`config.mk`:
```
export PLATFORM = sky130hd
export DESIGN_NAME = rtc_snapshot_seq
export DESIGN_NICKNAME = d
export VERILOG_FILES = /design/src/rtl/rtc_snapshot_seq.sv
export SDC_FILE = /design/constraint.sdc
export NUM_CORES = 1
export LEC_CHECK = 0
export ABC_CLOCK_PERIOD_IN_PS = 18700
export BUFFER_PORTS_ARGS = -buffer_cell sky130_fd_sc_hd__buf_2
export CAP_MARGIN = 20
export CORE_MARGIN = 2
export CORE_UTILIZATION = 55
export CTS_CLUSTER_SIZE = 8
export DETAILED_ROUTE_END_ITERATION = 6
export PLACE_DENSITY = 0.85
export SYNTH_ARGS = -nofsm -noshare
export SYNTH_HDL_FRONTEND = slang
export SYNTH_SLANG_ARGS = --single-unit
```
`constraint.sdc`:
```
create_clock -name clk -period 18.7 [get_ports clk]
set_clock_uncertainty 0.05 [all_clocks]
set_input_delay 1.87 -clock clk [delete_from_list [all_inputs] [get_ports clk]]
set_output_delay 1.87 -clock clk [all_outputs]
set_load 0.1 [all_outputs]
```
`src/rtl/rtc_snapshot_seq.sv`:
```
module rtc_snapshot_seq #(
  parameter int unsigned WAKE_BITS  = 8,
  parameter logic [7:0]  PROBE      = 8'h33,
  parameter logic [3:0]  A_STATUS   = 4'd0,
  parameter logic [3:0]  A_SEC      = 4'd2,
  parameter logic [3:0]  A_MIN      = 4'd3,
  parameter logic [3:0]  A_HOUR     = 4'd4,
  parameter logic [3:0]  A_MDAY     = 4'd5,
  parameter logic [3:0]  A_MON      = 4'd6,
  parameter logic [3:0]  A_WDAY     = 4'd7,
  parameter logic [3:0]  A_YEAR     = 4'd8,
  parameter logic [3:0]  CMD_SNAP   = 4'hE,
  parameter logic [3:0]  CMD_COMMIT = 4'hF
) (
  input  logic        clk,
  input  logic        rst_n,
  input  logic        rd_req,
  input  logic        set_req,
  input  logic [48:0] set_time,
  output logic [48:0] get_time,
  output logic        rd_valid,
  output logic        set_done,
  output logic        ready,
  output logic        dev_absent,
  output logic        fmt_err,
  output logic        eng_req,
  output logic [1:0]  eng_op,
  output logic [3:0]  eng_addr,
  output logic [7:0]  eng_wdata,
  input  logic        eng_done,
  input  logic [7:0]  eng_rdata
);
  localparam int NF = 7;
  localparam int FW = 7;
  localparam int MON_IX = 4;
  localparam int YEAR_IX = 6;
  localparam logic [1:0] OP_BIT = 2'd0, OP_RD = 2'd1, OP_WR = 2'd2, OP_CMD = 2'd3;
  localparam logic [3:0] FADDR [NF] = '{A_SEC, A_MIN, A_HOUR, A_MDAY, A_MON, A_WDAY, A_YEAR};
  localparam logic [3:0] WAKE_LAST = 4'(WAKE_BITS - 1);
  localparam logic [3:0] F_LAST = 4'(NF - 1);

  typedef enum logic [3:0] {S_WAKE, S_PW, S_PR, S_STAT, S_IDLE, S_SNAP, S_RD, S_WR, S_CMT, S_DEAD} st_t;

  st_t st;
  logic [3:0]    cnt;
  logic [7:0]    raw [NF];
  logic [48:0]   set_q;
  logic [1:0]    op_n;
  logic [3:0]    addr_n;
  logic [7:0]    wd_n;
  logic [FW-1:0] fv, fadj;

  function automatic logic [FW-1:0] bcd2bin(input logic [7:0] b);
    return FW'({3'd0, b[7:4]} * 7'd10 + {3'd0, b[3:0]});
  endfunction

  function automatic logic [7:0] bin2bcd(input logic [FW-1:0] v);
    return {4'(v / 7'd10), 4'(v % 7'd10)};
  endfunction

  function automatic logic bad_bcd(input logic [7:0] b);
    return (b[7:4] > 4'd9) || (b[3:0] > 4'd9);
  endfunction

  assign fv = set_q[FW*cnt[2:0] +: FW];
  assign fadj = (cnt == 4'(MON_IX)) ? fv + 7'd1 :
                (cnt == 4'(YEAR_IX)) ? FW'(fv % 7'd100) : fv;

  always_comb begin
    op_n = OP_BIT; addr_n = '0; wd_n = '0;
    case (st)
      S_PW:   begin op_n = OP_WR;  addr_n = A_SEC;    wd_n = PROBE; end
      S_PR:   begin op_n = OP_RD;  addr_n = A_SEC; end
      S_STAT: begin op_n = OP_WR;  addr_n = A_STATUS; end
      S_SNAP: begin op_n = OP_CMD; addr_n = CMD_SNAP; end
      S_RD:   begin op_n = OP_RD;  addr_n = FADDR[cnt[2:0]]; end
      S_WR:   begin op_n = OP_WR;  addr_n = FADDR[cnt[2:0]]; wd_n = bin2bcd(fadj); end
      S_CMT:  begin op_n = OP_CMD; addr_n = CMD_COMMIT; end
      default: ;
    endcase
  end

  assign ready = (st == S_IDLE);

  for (genvar i = 0; i < NF; i++) begin : g_fld
    if (i == MON_IX) begin : g_mon
      assign get_time[FW*i +: FW] = bcd2bin(raw[i]) - 7'd1;
    end else begin : g_plain
      assign get_time[FW*i +: FW] = bcd2bin(raw[i]);
    end
  end

  always_ff @(posedge clk) begin
    if (!rst_n) begin
      st <= S_WAKE; cnt <= '0; set_q <= '0;
      rd_valid <= 1'b0; set_done <= 1'b0; dev_absent <= 1'b0; fmt_err <= 1'b0;
      eng_req <= 1'b0; eng_op <= OP_BIT; eng_addr <= '0; eng_wdata <= '0;
      for (int i = 0; i < NF; i++) raw[i] <= '0;
    end else begin
      rd_valid <= 1'b0;
      set_done <= 1'b0;
      if (eng_req) begin
        if (eng_done) begin
          eng_req <= 1'b0;
          case (st)
            S_WAKE: if (cnt == WAKE_LAST) begin st <= S_PW; cnt <= '0; end
                    else cnt <= cnt + 4'd1;
            S_PW:   st <= S_PR;
            S_PR:   if (eng_rdata == PROBE) st <= S_STAT;
                    else begin st <= S_DEAD; dev_absent <= 1'b1; end
            S_STAT: st <= S_IDLE;
            S_SNAP: begin st <= S_RD; cnt <= '0; end
            S_RD: begin
              raw[cnt[2:0]] <= eng_rdata;
              if (bad_bcd(eng_rdata)) fmt_err <= 1'b1;
              if (cnt == F_LAST) begin st <= S_IDLE; rd_valid <= 1'b1; end
              else cnt <= cnt + 4'd1;
            end
            S_WR:   if (cnt == F_LAST) st <= S_CMT;
                    else cnt <= cnt + 4'd1;
            S_CMT:  begin st <= S_IDLE; set_done <= 1'b1; end
            default: ;
          endcase
        end
      end else begin
        case (st)
          S_IDLE:
            if (rd_req) begin st <= S_SNAP; fmt_err <= 1'b0; end
            else if (set_req) begin st <= S_WR; cnt <= '0; set_q <= set_time; end
          S_DEAD: ;
          default: begin
            eng_req <= 1'b1; eng_op <= op_n; eng_addr <= addr_n; eng_wdata <= wd_n;
          end
        endcase
      end
    end
  end
endmodule


```
**After elaboration in Yosys (flattened, before gate mapping)**

Memory sizes are Yosys's and may differ from the RTL's.
Cells that the tools add are included.

- Flip-flop bits (word level): 76
- Memory bits (writable): 56
- Bits in read-only memories: 32
- Input bits: 62
- Output and inout port bits: 69
- Word-level logic and storage cells: 133
- Memories kept: 2

- Add/subtract/negate cells: 10
- Multipliers: 8
- Divide/modulo/power cells: 3
- Order comparisons: 3
- Equality and inequality tests: 23
- Shift operators: 1
- Multiplexer cells: 45
- Bitwise operators: 5
- Reductions and logical operators: 22

Memories:

| name | words | width | read ports | clocked after Yosys merged registers in | wr ports | line | source |
|---|---|---|---|---|---|---|---|
| raw | 7 | 8 | 7 | 0 | 7 | 46 | `logic [7:0] raw [NF];` |
| (no name shown) | 8 | 4 | 1 | 0 | 0 | 77 | `S_WR: begin op_n = OP_WR; addr_n = FADDR[cnt[2:0]]; wd_n = bin2bcd(fadj); end` |

Operator list:

| cell | count |
|---|---|
| $mux 4 | 18 |
| $add 7x4->7 | 7 |
| $shiftx 49x7->7 | 1 |
| $mul 4x3->6 const B | 7 |
| $eq 4x3->1 const B | 7 |
| $pmux 4 s7 | 1 |
| $mux 1 | 18 |
| $pmux 4 s4 | 1 |
| $pmux 8 s2 | 1 |
| $mux 7 | 2 |
| $ne 3x3->1 const B | 4 |
| $pmux 4 s3 | 1 |
| $reduce_and 4->1 | 3 |
| $reduce_or 2->1 | 6 |
| $eq 4x2->1 const B | 2 |
| $eq 4x4->1 const B | 2 |
| $eq 8x6->1 const B | 1 |
| $gt 4x4->1 const B | 2 |
| $mux 8 | 1 |
| $ne 2x1->1 const B | 4 |
| $ne 8x2->1 const B | 1 |
| $reduce_or 8->1 | 1 |
| $add 7x1->7 const B | 1 |
| $div 7x4->7 const B | 1 |
| 22 further kinds | 27 |

**Depth between registers and ports, before layout**

- Depth after elaboration: 8
- Depth in mapped cells: 35
- Mapped depth without buffers: 29

**Worst setup path after synthesis**

Ideal clock, no wire load.

- Path type: register to register
- Start: register cnt[1]
- End: register eng_wdata[1]
- Library setup time: 80 ps
- Arrival time: 5954 ps
- Required time: 18570 ps
- Path slack: 12617 ps
- Cell stages (with the launch flop): 35
- Path buffers: 5
- Clock period less this slack: 6083 ps
- Path through: dfxtp_1 buf_6 buf_6 buf_4 mux2i_1 a22oi_1 o21ai_1 inv_1 ha_1 and3_1 and2_1 buf_1 nand2_1 nor3_1 o41a_2 buf_4 a21oi_1 ha_1 inv_1 o21a_1 nor2_1 nor2_1 o21ai_0 ha_1 inv_1 o21ai_0 a21boi_0 nor2_1 xnor2_1 ha_1 a21boi_0 o211a_1 o22ai_2 or4_1 o211ai_1

- Cells in the longest elaborated chain, start to end: 7
- Elaborated cells on any way between the ends: 10
- Those cells by class: 1 x add/sub; 1 x mul; 2 x div; 2 x eq/ne; 1 x shift; 3 x mux

Ends and longest elaborated chain:

| element | line | source |
|---|---|---|
| from (decl) | 45 | `logic [3:0] cnt;` |
| from (signal assigned) | 107 | `else cnt <= cnt + 4'd1;` |
| from (signal assigned) | 117 | `else cnt <= cnt + 4'd1;` |
| from (signal assigned) | 120 | `else cnt <= cnt + 4'd1;` |
| $mul 3x3->6 | 65 | `assign fv = set_q[FW*cnt[2:0] +: FW];` |
| $shiftx 49x7->7 | 65 |  |
| $mod 7x7->7 | 67 | `(cnt == 4'(YEAR_IX)) ? FW'(fv % 7'd100) : fv;` |
| $mux 7 | 67 |  |
| $mux 7 * | 66 | `assign fadj = (cnt == 4'(MON_IX)) ? fv + 7'd1 :` |
| $mod 7x4->7 * | 58 | `return {4'(v / 7'd10), 4'(v % 7'd10)};` |
| $pmux 8 s2 * | 71 | `case (st)` |
| to (signal assigned) | 97 | `eng_req <= 1'b0; eng_op <= OP_BIT; eng_addr <= '0; eng_wdata <= '0;` |
| to (signal assigned) | 132 | `eng_req <= 1'b1; eng_op <= op_n; eng_addr <= addr_n; eng_wdata <= wd_n;` |
| to (decl) | 29 | `output logic [7:0] eng_wdata,` |

Every way passes the cells marked *; elsewhere a longest branch is shown, timed or not.
A chain may end at the register's enable or synchronous reset.

**Worst setup path after layout**

Same ends and word-level chain as after synthesis.

==> results.sh <==
export IMPL_cts_hold_buf=0
export IMPL_synthToLayoutAreaGrowth_pct=15.3
export IMPL_nets=1227
export IMPL_layout_common_cells="nand2_1 (176), buf_2 (131), a21oi_1 (92)"
export IMPL_grt_use_met2_pct=41.0
export IMPL_grt_pass1_vias=6650
export IMPL_hold_violations=0
export IMPL_vias=7154
export IMPL_place_ws_ns=11.59
export IMPL_startpoint_type="flip-flop"
export IMPL_wl_per_cell_um=14.9
export IMPL_cts_made_buffers=17
export IMPL_power_leakage_nw=4.08
export IMPL_synthFlopType="dfxtp_1"
export IMPL_route_detailed_drc=1
export IMPL_required_ns=18.99
export IMPL_ant_nets=0
export IMPL_ys_warn_count=0
export IMPL_hold_path_class="reg -> reg"
export IMPL_hold_ws_ns=0.404
export IMPL_p_per_area_nw_per_um2=86.3
export IMPL_grt_pass1_wl_um=31000
export IMPL_rows=45
export IMPL_drive_gt1_share_pct=16.9
export IMPL_cap_viol_max_count=0
export IMPL_clk_latency_ns=0.42
export IMPL_arrival_ns=7.56
export IMPL_syn_nets=1120
export IMPL_die_area_um2=16200
export IMPL_rsz0062_at_grt="false"
export IMPL_overflow=0
export IMPL_cts_max_path_buffers=2
export IMPL_cts_tree="done"
export IMPL_layout_commonest_cell="nand2_1"
export IMPL_vias_per_cell=5.55
export IMPL_tns_ns=0
export IMPL_syn_inst=981
export IMPL_post_cts_buffers=0
export IMPL_yosysSeqAreaShare_pct=37.4
export IMPL_setup_viol_count_final=0
export IMPL_final_cells=1289
export IMPL_clock_sinks=132
export IMPL_ctsResizeCount=0
export IMPL_placedCellCount=1255
export IMPL_async_reset_ff_share_pct=0
export IMPL_clkSlewWorstSetupHoldPaths_ns=0.06
export IMPL_root_buffer="clkbuf_16"
export IMPL_critPathKind="reg -> reg"
export IMPL_fillers=1254
export IMPL_top_usage_layer="met2"
export IMPL_final_util_pct=64.0
export IMPL_cp_max_fo=26
export IMPL_met1_usage_pct=29.1
export IMPL_ys_types=70
export IMPL_period_share_pct=38.8
export IMPL_relSlewSlack_pct=29.2
export IMPL_synth_avg_cell_area_um2=8.51
export IMPL_fmax_ghz=0.138
export IMPL_die_h_um=127
export IMPL_place_congestion=0.917
export IMPL_netlist_area_um2=8350
export IMPL_violations="DRC"
export IMPL_final_cell_area_um2=9630
export IMPL_synth_edf_count=48
export IMPL_regArea_um2=3120
export IMPL_grt_use_met3_pct=4.06
export IMPL_h_tree_depth=4
export IMPL_finalCriticalPeriod_ns=7.26
export IMPL_drv_slew=0
export IMPL_core_area_um2=15000
export IMPL_first_iter_violations=521
export IMPL_grt_max_degree=73
export IMPL_start_util_pct=55.5
export IMPL_fin_ws_ns=11.44
export IMPL_tightest_slew_ns=1.06
export IMPL_dpl_cell_area_um2=9010
export IMPL_p_total_uw=830
export IMPL_first_pass_iters=7
export IMPL_grtUsageTotal_pct=23.5
export IMPL_dp_hpwl_um=14300
export IMPL_synth_seq_cells=132
export IMPL_fp_dieW_um=127
export IMPL_end_kind="flip-flop"
export IMPL_n_antenna_cell=0
export IMPL_routed_wl_um=19200
export IMPL_ios=131
export IMPL_run_status="complete, but fails checks"
export IMPL_port_buffers=130
export IMPL_multi_input_area_um2=4700
export IMPL_ir_worst_vdd_mv=0.0523
export IMPL_grt_antenna_before_repair=0
export IMPL_worst_r2r_setup_slack_ns=11.44
==> critical path, cell delays in order (launching register included) <==
cell	delay (ns)
dfxtp_1	1.02
nor2_1	0.25
a22oi_1	0.32
nand2_1	0.26
ha_1	0.29
a222oi_1	0.56
nand2_2	0.22
a211oi_1	0.30
nor3_1	0.18
a21oi_1	0.15
ha_1	0.32
inv_1	0.13
o21a_1	0.16
nor2_1	0.10
nor2_1	0.04
o21ai_0	0.45
ha_1	0.27
inv_1	0.05
o21ai_0	0.18
a21boi_0	0.27
nor2_1	0.11
xnor2_1	0.22
ha_1	0.25
a21boi_0	0.19
o211a_1	0.17
o22ai_2	0.11
or4_1	0.48
o211ai_1	0.08
==> worst paths after layout <==
kind                               from  cells past startpoint                        end
hold reg to reg   set_q[6]$_SDFFE_PN0P_                      2      set_q[6]$_SDFFE_PN0P_
setup / recovery    cnt[1]$_SDFFE_PN0P_                     27  eng_wdata[1]$_SDFFE_PN0P_
hold / removal    set_q[6]$_SDFFE_PN0P_                      2      set_q[6]$_SDFFE_PN0P_
setup reg to reg    cnt[1]$_SDFFE_PN0P_                     27  eng_wdata[1]$_SDFFE_PN0P_
==> sequential cells by signal, indices dropped and copies added (netlist names) <==
register and count:
fmt_err 1, eng_req 1, rd_valid 1, raw 56
eng_wdata 8, cnt 4, dev_absent 1, set_done 1
eng_addr 4, st 4, set_q 49, eng_op 2
==> final cells by class <==
class                      count  area share [%]
sequential                   132            32.4
tap                          188            2.44
clock buffer                  19            4.82
multi-input combinational    730            48.8
timing repair buffer         138            7.36
inverter                      69            2.69
clock inverter                13            1.40
==> power breakdown <==
group	switching (mW)	internal, mW	total (mW)
registers	0.00738	0.304	0.312
clock network	0.138	0.199	0.336
logic	0.143	0.0391	0.183
==> metal layers <==
| layer | share of wire, % | up-vias |
|---|---|---|
| met5 | 0 | - |
| met4 | 2.4 | 0 |
| met3 | 4.7 | 38 |
| met2 | 49 | 250 |
| met1 | 44 | 3274 |
| li1 | - | 3592 |
==> synthesized netlist by cell type, types with 5 or more instances <==
cell / n / area [µm²]
a21boi_0: 5 / 37.5
a21o_1: 9 / 67.6
a21oi_1: 92 / 460
a22oi_1: 13 / 97.6
a31oi_1: 6 / 37.5
and2_1: 21 / 131
buf_1: 5 / 18.8
buf_2: 5 / 25.0
buf_4: 8 / 60.1
buf_6: 6 / 67.6
clkbuf_1: 26 / 97.6
dfxtp_1: 84 / 1680
edfxtp_1: 48 / 1440
fa_1: 14 / 280
ha_1: 63 / 788
inv_1: 65 / 244
mux2i_1: 25 / 250
nand2_1: 176 / 661
nand2b_1: 8 / 50.1
nand3_1: 17 / 85.1
nor2_1: 86 / 323
nor2b_1: 13 / 81.3
nor3_1: 11 / 55.1
nor4_1: 7 / 43.8
o211ai_1: 5 / 37.5
o21ai_0: 42 / 210
o221ai_1: 7 / 61.3
o31ai_1: 5 / 37.5
xnor2_1: 39 / 342
==> cell families (layout without fill, tap and decap cells) <==
| kind of cell | count (synthesis) | count (layout) | synth area share [%] |
|---|---|---|---|
| buffers and inverters | 119 | 239 | 6.33 |
| muxes | 25 | 25 | 3.00 |
| and+or+nand+nor | 365 | 365 | 19.4 |
| adders and majority gates | 77 | 77 | 12.8 |
| DFF | 132 | 132 | 37.4 |
| AOI/OAI and AO/OA | 221 | 221 | 16.6 |
| xor gates and xnor gates | 42 | 42 | 4.41 |
(Power assumes the default switching activity.)
